`config.mk`:
```
export PLATFORM = sky130hd
export DESIGN_NAME = irq_entry_seq
export DESIGN_NICKNAME = d
export VERILOG_FILES = /design/src/rtl/irq_seq_pkg.sv /design/src/rtl/irq_nmi_edge.sv /design/src/rtl/irq_prio_sel.sv /design/src/rtl/irq_seq_fsm.sv /design/src/rtl/irq_entry_seq.sv
export SDC_FILE = /design/constraint.sdc
export NUM_CORES = 1
export LEC_CHECK = 0
export ABC_AREA = 1
export BUFFER_PORTS_ARGS = -buffer_cell sky130_fd_sc_hd__buf_2
export CAP_MARGIN = 10
export CORE_ASPECT_RATIO = 1.5
export CORE_MARGIN = 2
export CORE_UTILIZATION = 40
export CTS_CLUSTER_DIAMETER = 40
export DETAILED_ROUTE_END_ITERATION = 8
export PLACE_DENSITY = 0.73
export SYNTH_ARGS = -nofsm -noshare
export SYNTH_HDL_FRONTEND = slang
export SYNTH_SLANG_ARGS = --single-unit
export TNS_END_PERCENT = 5
```
`constraint.sdc`:
```
create_clock -name clk -period 3.7 [get_ports clk]
set_input_delay 0.37 -clock clk [delete_from_list [all_inputs] [get_ports clk]]
set_output_delay 0.37 -clock clk [all_outputs]
set_load 0.1 [all_outputs]
```
`src/rtl/irq_seq_pkg.sv`:
```
package irq_seq_pkg;

  typedef enum logic [2:0] {
    ST_IDLE,
    ST_PUSH_PSR,
    ST_PUSH_PC,
    ST_HOLD,
    ST_POP_PC,
    ST_POP_PSR
  } seq_state_e;

  localparam logic [1:0] FMT_ARITH = 2'b10;
  localparam logic [5:0] OP3_RET   = 6'b111001;

  // Return-from-trap recognition: arithmetic format, matching op3, rd all zero
  function automatic logic is_ret_word(input logic [31:0] w);
    return (w[31:30] == FMT_ARITH) && (w[24:19] == OP3_RET) && (w[29:25] == 5'd0);
  endfunction

endpackage

```
`src/rtl/irq_nmi_edge.sv`:
```
module irq_nmi_edge (
  input  logic clk,
  input  logic rst_n,
  input  logic nmi_in,
  input  logic take,
  output logic pend
);
  logic nmi_q;
  logic rise;

  assign rise = nmi_in & ~nmi_q;

  always_ff @(posedge clk) begin
    if (!rst_n) begin
      nmi_q <= 1'b0;
      pend  <= 1'b0;
    end else begin
      nmi_q <= nmi_in;
      pend  <= (pend & ~take) | rise;
    end
  end
endmodule

```
`src/rtl/irq_prio_sel.sv`:
```
module irq_prio_sel #(
  parameter int N_SRC = 5,
  parameter int IDX_W = 3
) (
  input  logic [N_SRC-1:0] req,
  output logic             any,
  output logic [IDX_W-1:0] idx
);
  logic [N_SRC-1:0] grant;

  assign grant[0] = req[0];

  genvar g;
  generate
    for (g = 1; g < N_SRC; g++) begin : g_grant
      assign grant[g] = req[g] & ~(|req[g-1:0]);
    end
  endgenerate

  assign any = |req;

  always_comb begin
    idx = '0;
    for (int i = 0; i < N_SRC; i++) begin
      if (grant[i]) idx = idx | IDX_W'(i);
    end
  end
endmodule

```
`src/rtl/irq_seq_fsm.sv`:
```
module irq_seq_fsm
  import irq_seq_pkg::*;
#(
  parameter int            DW       = 32,
  parameter int            AW       = 32,
  parameter int            SAW      = 8,
  parameter int            IDX_W    = 3,
  parameter int            IE_BIT   = 7,
  parameter logic [SAW-1:0] SP_INIT = 8'h80,
  parameter logic [AW-1:0] VEC_BASE = 32'h0000_0400
) (
  input  logic             clk,
  input  logic             rst_n,
  input  logic             any_req,
  input  logic [IDX_W-1:0] sel_idx,
  input  logic             ret_hit,
  input  logic [DW-1:0]    psr_in,
  input  logic [AW-1:0]    pc_in,
  input  logic [DW-1:0]    stk_rdata,
  output logic             accept,
  output logic             ret_go,
  output logic             can_accept,
  output logic             mask_open,
  output logic             busy,
  output logic             stk_we,
  output logic             stk_re,
  output logic [SAW-1:0]   stk_addr,
  output logic [DW-1:0]    stk_wdata,
  output logic             pc_wr,
  output logic [AW-1:0]    pc_wr_val,
  output logic             psr_wr,
  output logic [DW-1:0]    psr_wr_val
);
  localparam logic [SAW-1:0] SP_ONE = SAW'(1);

  seq_state_e       state, state_n;
  logic [SAW-1:0]   sp;
  logic [DW-1:0]    psr_cap;
  logic [AW-1:0]    pc_cap;
  logic [IDX_W-1:0] idx_cap;

  function automatic logic [AW-1:0] vec_addr(input logic [IDX_W-1:0] i);
    return VEC_BASE + (AW'(i) << 2);
  endfunction

  function automatic logic [DW-1:0] drop_ie(input logic [DW-1:0] p);
    logic [DW-1:0] r;
    r         = p;
    r[IE_BIT] = 1'b0;
    return r;
  endfunction

  assign can_accept = (state == ST_IDLE) || (state == ST_HOLD);
  assign mask_open  = (state == ST_IDLE);
  assign ret_go     = can_accept & ret_hit;
  assign accept     = can_accept & any_req & ~ret_hit;

  always_comb begin
    state_n = state;
    unique case (state)
      ST_IDLE, ST_HOLD: begin
        if (ret_go)      state_n = ST_POP_PC;
        else if (accept) state_n = ST_PUSH_PSR;
        else             state_n = ST_IDLE;
      end
      ST_PUSH_PSR: state_n = ST_PUSH_PC;
      ST_PUSH_PC:  state_n = ST_HOLD;
      ST_POP_PC:   state_n = ST_POP_PSR;
      ST_POP_PSR:  state_n = ST_IDLE;
      default:     state_n = ST_IDLE;
    endcase
  end

  always_ff @(posedge clk) begin
    if (!rst_n) begin
      state   <= ST_IDLE;
      sp      <= SP_INIT;
      psr_cap <= '0;
      pc_cap  <= '0;
      idx_cap <= '0;
    end else begin
      state <= state_n;
      if (accept) begin
        psr_cap <= psr_in;
        pc_cap  <= pc_in;
        idx_cap <= sel_idx;
      end
      if (stk_we) sp <= sp - SP_ONE;
      else if (stk_re) sp <= sp + SP_ONE;
    end
  end

  always_comb begin
    busy       = 1'b0;
    stk_we     = 1'b0;
    stk_re     = 1'b0;
    stk_addr   = sp;
    stk_wdata  = '0;
    pc_wr      = 1'b0;
    pc_wr_val  = '0;
    psr_wr     = 1'b0;
    psr_wr_val = '0;
    unique case (state)
      ST_PUSH_PSR: begin
        busy      = 1'b1;
        stk_we    = 1'b1;
        stk_addr  = sp - SP_ONE;
        stk_wdata = psr_cap;
      end
      ST_PUSH_PC: begin
        busy       = 1'b1;
        stk_we     = 1'b1;
        stk_addr   = sp - SP_ONE;
        stk_wdata  = DW'(pc_cap);
        pc_wr      = 1'b1;
        pc_wr_val  = vec_addr(idx_cap);
        psr_wr     = 1'b1;
        psr_wr_val = drop_ie(psr_cap);
      end
      ST_POP_PC: begin
        busy      = 1'b1;
        stk_re    = 1'b1;
        pc_wr     = 1'b1;
        pc_wr_val = AW'(stk_rdata);
      end
      ST_POP_PSR: begin
        busy       = 1'b1;
        stk_re     = 1'b1;
        psr_wr     = 1'b1;
        psr_wr_val = stk_rdata;
      end
      default: ;
    endcase
  end
endmodule

```
`src/rtl/irq_entry_seq.sv`:
```
module irq_entry_seq
  import irq_seq_pkg::*;
#(
  parameter int             NUM_IRQ  = 4,
  parameter int             DW       = 32,
  parameter int             AW       = 32,
  parameter int             SAW      = 8,
  parameter int             IE_BIT   = 7,
  parameter logic [SAW-1:0] SP_INIT  = 8'h80,
  parameter logic [AW-1:0]  VEC_BASE = 32'h0000_0400
) (
  input  logic               clk,
  input  logic               rst_n,
  input  logic [NUM_IRQ-1:0] irq_lvl,
  input  logic               nmi_in,
  input  logic [DW-1:0]      psr_in,
  input  logic [AW-1:0]      pc_in,
  input  logic               ret_valid,
  input  logic [31:0]        ret_word,
  output logic               busy,
  output logic               stk_we,
  output logic               stk_re,
  output logic [SAW-1:0]     stk_addr,
  output logic [DW-1:0]      stk_wdata,
  input  logic [DW-1:0]      stk_rdata,
  output logic               pc_wr,
  output logic [AW-1:0]      pc_wr_val,
  output logic               psr_wr,
  output logic [DW-1:0]      psr_wr_val
);
  localparam int N_SRC = NUM_IRQ + 1;
  localparam int IDX_W = $clog2(N_SRC);

  logic             nmi_pend;
  logic             can_accept, mask_open;
  logic             any_req, accept, ret_go, ret_hit;
  logic [IDX_W-1:0] sel_idx;
  logic [N_SRC-1:0] req_vec;
  logic             mask_gate;
  logic             take_nmi, take_mask;
  logic             unused_ret_bits;

  assign unused_ret_bits = ^{ret_word[18:0], ret_go};

  assign mask_gate = mask_open & psr_in[IE_BIT];
  assign req_vec   = {irq_lvl & {NUM_IRQ{mask_gate}}, nmi_pend & can_accept};
  assign ret_hit   = ret_valid & is_ret_word(ret_word);
  assign take_nmi  = accept & (sel_idx == '0);
  assign take_mask = accept & (sel_idx != '0);

  irq_nmi_edge u_nmi (
    .clk    (clk),
    .rst_n  (rst_n),
    .nmi_in (nmi_in),
    .take   (take_nmi),
    .pend   (nmi_pend)
  );

  irq_prio_sel #(.N_SRC(N_SRC), .IDX_W(IDX_W)) u_prio (
    .req (req_vec),
    .any (any_req),
    .idx (sel_idx)
  );

  irq_seq_fsm #(
    .DW(DW), .AW(AW), .SAW(SAW), .IDX_W(IDX_W), .IE_BIT(IE_BIT),
    .SP_INIT(SP_INIT), .VEC_BASE(VEC_BASE)
  ) u_fsm (
    .clk        (clk),
    .rst_n      (rst_n),
    .any_req    (any_req),
    .sel_idx    (sel_idx),
    .ret_hit    (ret_hit),
    .psr_in     (psr_in),
    .pc_in      (pc_in),
    .stk_rdata  (stk_rdata),
    .accept     (accept),
    .ret_go     (ret_go),
    .can_accept (can_accept),
    .mask_open  (mask_open),
    .busy       (busy),
    .stk_we     (stk_we),
    .stk_re     (stk_re),
    .stk_addr   (stk_addr),
    .stk_wdata  (stk_wdata),
    .pc_wr      (pc_wr),
    .pc_wr_val  (pc_wr_val),
    .psr_wr     (psr_wr),
    .psr_wr_val (psr_wr_val)
  );
endmodule

```
==> results_dict.tcl <==
set metrics [dict create \
    worst_slew_pin_slew_ps 1030 \
    crit_top_cell "o21ai_0" \
    via_per_inst 4.77 \
    dieArea_mm2 0.0119 \
    place.port_buffers 225 \
    syn_area_mm2 0.00441 \
    fin_tns_setup_ps 0 \
    crit_fanout 30 \
    cts_setup_buffers 0 \
    dr.pass1.iters 4 \
    numCtsBuffers 9 \
    antenna_left 0 \
    hp-class "in -> reg" \
    groute.usage.overall 0.224 \
    critical-path-top-delay-family "simple AND/OR/NAND/NOR gates" \
    cap_violations 0 \
    dp.cells 1022 \
    grt_max_degree 68 \
    worst_hold_path.endpoint "u_nmi.nmi_q$_SDFF_PN0_" \
    hold-worst-slack_ps 228 \
    dp_hpwl_mm 9.58 \
    min_from "nmi_in" \
    crit_arrival_ps 2660 \
    synth-seq-cells 80 \
    cp-end-kind "primary output" \
    chipHeight_um 133 \
    finalClockSkew_ps 4.99 \
    cp.depth 7 \
    yosys_warnings 0 \
    r2r_start "u_fsm.state[1]$_SDFF_PN0_" \
    root_buffer "clkbuf_16" \
    grt_overflow 0 \
    cts_resized 0 \
    tritoncts "built" \
    max_stage_delay_ps 550 \
    nFillCells 1131 \
    ff2ff_setup_slack_ps 1350 \
    r2r-end "u_fsm.psr_cap[27]$_SDFFE_PN0P_" \
    hold_buffers 0 \
    antenna_found_initial 1 \
    avgSynthCellArea_um2 6.41 \
    ys_seq_area_frac 0.363 \
    detail_route.wl_per_cell_um 13.1 \
    clockBufferDepth 2 \
    worstPathCellList "nand3_2 -> nand2_2 -> inv_2 -> a21oi_1 -> o21ai_0 -> o21ai_0 -> buf_12" \
    die_w_um 89.7 \
    worst-path-buf-inv 2 \
    setup_viol_count_final 0 \
    design_area_mm2 0.00590 \
    power.density_mw_per_mm2 683 \
    gp_congestion 0.864 \
    vdd_drop_max_v 0.000556 \
    areaGrowthSynthToFinish_pct 33.8 \
    grt_setup_unrepaired "no" \
    max_freq_mhz 330 \
    finalCriticalPeriod_ps 3030 \
    h-tree-depth 3 \
    grt_pass1_vias 4593 \
    required_ps 3330 \
    grt_pass1_wl_mm 22.0 \
    reg2reg_depth 10 \
    final_nets 1029 \
    final_hold_viol_count 0 \
    post_dp_cell_area_mm2 0.00558 \
    drt-total-wl_mm 13.6 \
    clk_pin_slew_ps 60 \
    syn-instance-count 687 \
    hold_depth 3 \
    slowest_stage "nand3_2" \
    ios 245 \
    maxSlewHeadroom 0.313 \
    drv_slew 0 \
    syn-num-nets 827 \
    core_mm2 0.0106 \
    cp-start-kind "register" \
    drive_above_1_share 0.301 \
    path_class "reg -> out" \
    start_util 0.414 \
    leakagePower_uw 0.00324 \
    first_iter_violations 138 \
    std_cell_rows 46 \
    fin_cells 1039 \
    synth_cell_types 28 \
    status "finished, final reports clean" \
    finalCritPeriodShare 0.820 \
    crit_start "u_fsm.state[1]$_SDFF_PN0_" \
    clock_sinks 80 \
    vias 4957 \
    clk_latency_ps 330 \
    drc_errors 0 \
]
logic make-up (layout without fill, tap and decap cells):
group | Yosys count | after routing | synth area share
AOI/OAI and AO/OA | 158 | 158 | 0.200
DFF | 80 | 80 | 0.363
and+or+nand+nor | 267 | 267 | 0.252
buffers and inverters | 173 | 380 | 0.163
xor gates and xnor gates | 5 | 5 | 0.00994
adders and majority gates | 4 | 4 | 0.0114
other | 0 | 1 | 0
power breakdown:
| group | internal [µW] | switching [µW] | leakage, µW | total [µW] |
|---|---|---|---|---|
| Combinational | 429 | 1540 | 0.00242 | 1970 |
| Sequential | 1030 | 101 | 0.000664 | 1130 |
| Clock | 596 | 338 | 0.000159 | 934 |
| Total | 2050 | 1980 | 0.00324 | 4030 |
layer usage:
| metal | share of wire | track usage | up-vias |
|---|---|---|---|
| li1 | - | - | 2575 |
| met1 | 0.43 | 0.274 | 2186 |
| met2 | 0.50 | 0.391 | 174 |
| met3 | 0.052 | 0.0416 | 22 |
| met4 | 0.021 | 0.0838 | 0 |
| met5 | 0 | 0 | - |
through the flow:
step	total power, µW	utilization	setup WS, ps
global route	4270	0.554	393
global placement	3100	0.524	997
finish	4030	0.554	666
CTS	4060	0.554	638
floorplan	2770	-	-70.7
detailed placement	3120	0.524	998
layout by cell type (no fill, tap or decap), drive strengths merged, types with 2 or more instances in the layout:
master | synthesis | final
ha | 4 | 4
or2 | 2 | 2
dfxtp | 80 | 80
nand4 | 5 | 5
nor3 | 2 | 2
nor2 | 183 | 183
xor2 | 5 | 5
nand3 | 24 | 24
nand2 | 51 | 51
buf | 18 | 232
inv | 132 | 132
a21oi | 11 | 11
clkbuf | 23 | 14
o22ai | 66 | 66
o21ai | 78 | 78
worst max path at each step:
| stage | slack, ps | endpoint |
|---|---|---|
| floorplan | -70 | psr_wr_val[11] |
| global route | 390 | stk_addr[7] |
| detailed placement | 1000 | stk_addr[7] |
| finish | 670 | stk_addr[7] |
| global placement | 1000 | psr_wr_val[9] |
| CTS | 640 | stk_addr[7] |
worst reg2reg max path, stage by stage (launching register included):
cell     delay (ps)
dfxtp_1         380
nor2_4          200
nand2_1          80
nand2_2         100
nand2_2          80
nand4_2         100
nand2_4          60
inv_2           740
buf_4           370
nor2_1           60
nor2_1          110
cells in the mapped netlist, drive strengths merged:
master	n	area [µm²]
o22ai	66	413
o21ai	78	390
ha	4	50.1
a221oi	1	8.76
or2	2	12.5
o31ai	1	7.51
nand2	51	206
xor2	5	43.8
dfxtp	80	1600
nand3	24	120
inv	132	495
a21oi	11	55.1
clkbuf	23	86.3
a31oi	1	6.26
buf	18	138
nor3	2	10.0
nand4	5	37.5
nor2	183	724
layout make-up:
cell class	instances	area [µm²]	area share
clock buffer	14	284	0.0482
inverter	132	495	0.0840
tap	144	180	0.0305
clock inverter	2	35.0	0.00594
antenna	1	2.50	0.000424
sequential	80	1600	0.272
multi-input combinational	434	2090	0.354
timing repair buffer	232	1210	0.205
registers in the layout (all words and copies together), names as in the netlist:
register and cells:
u_fsm.idx_cap 3, u_nmi.pend 1, u_fsm.state 3, u_fsm.pc_cap 32, u_fsm.sp 8, u_nmi.nmi_q 1, u_fsm.psr_cap 32
No activity file was read; power rests on OpenSTA's default activity.
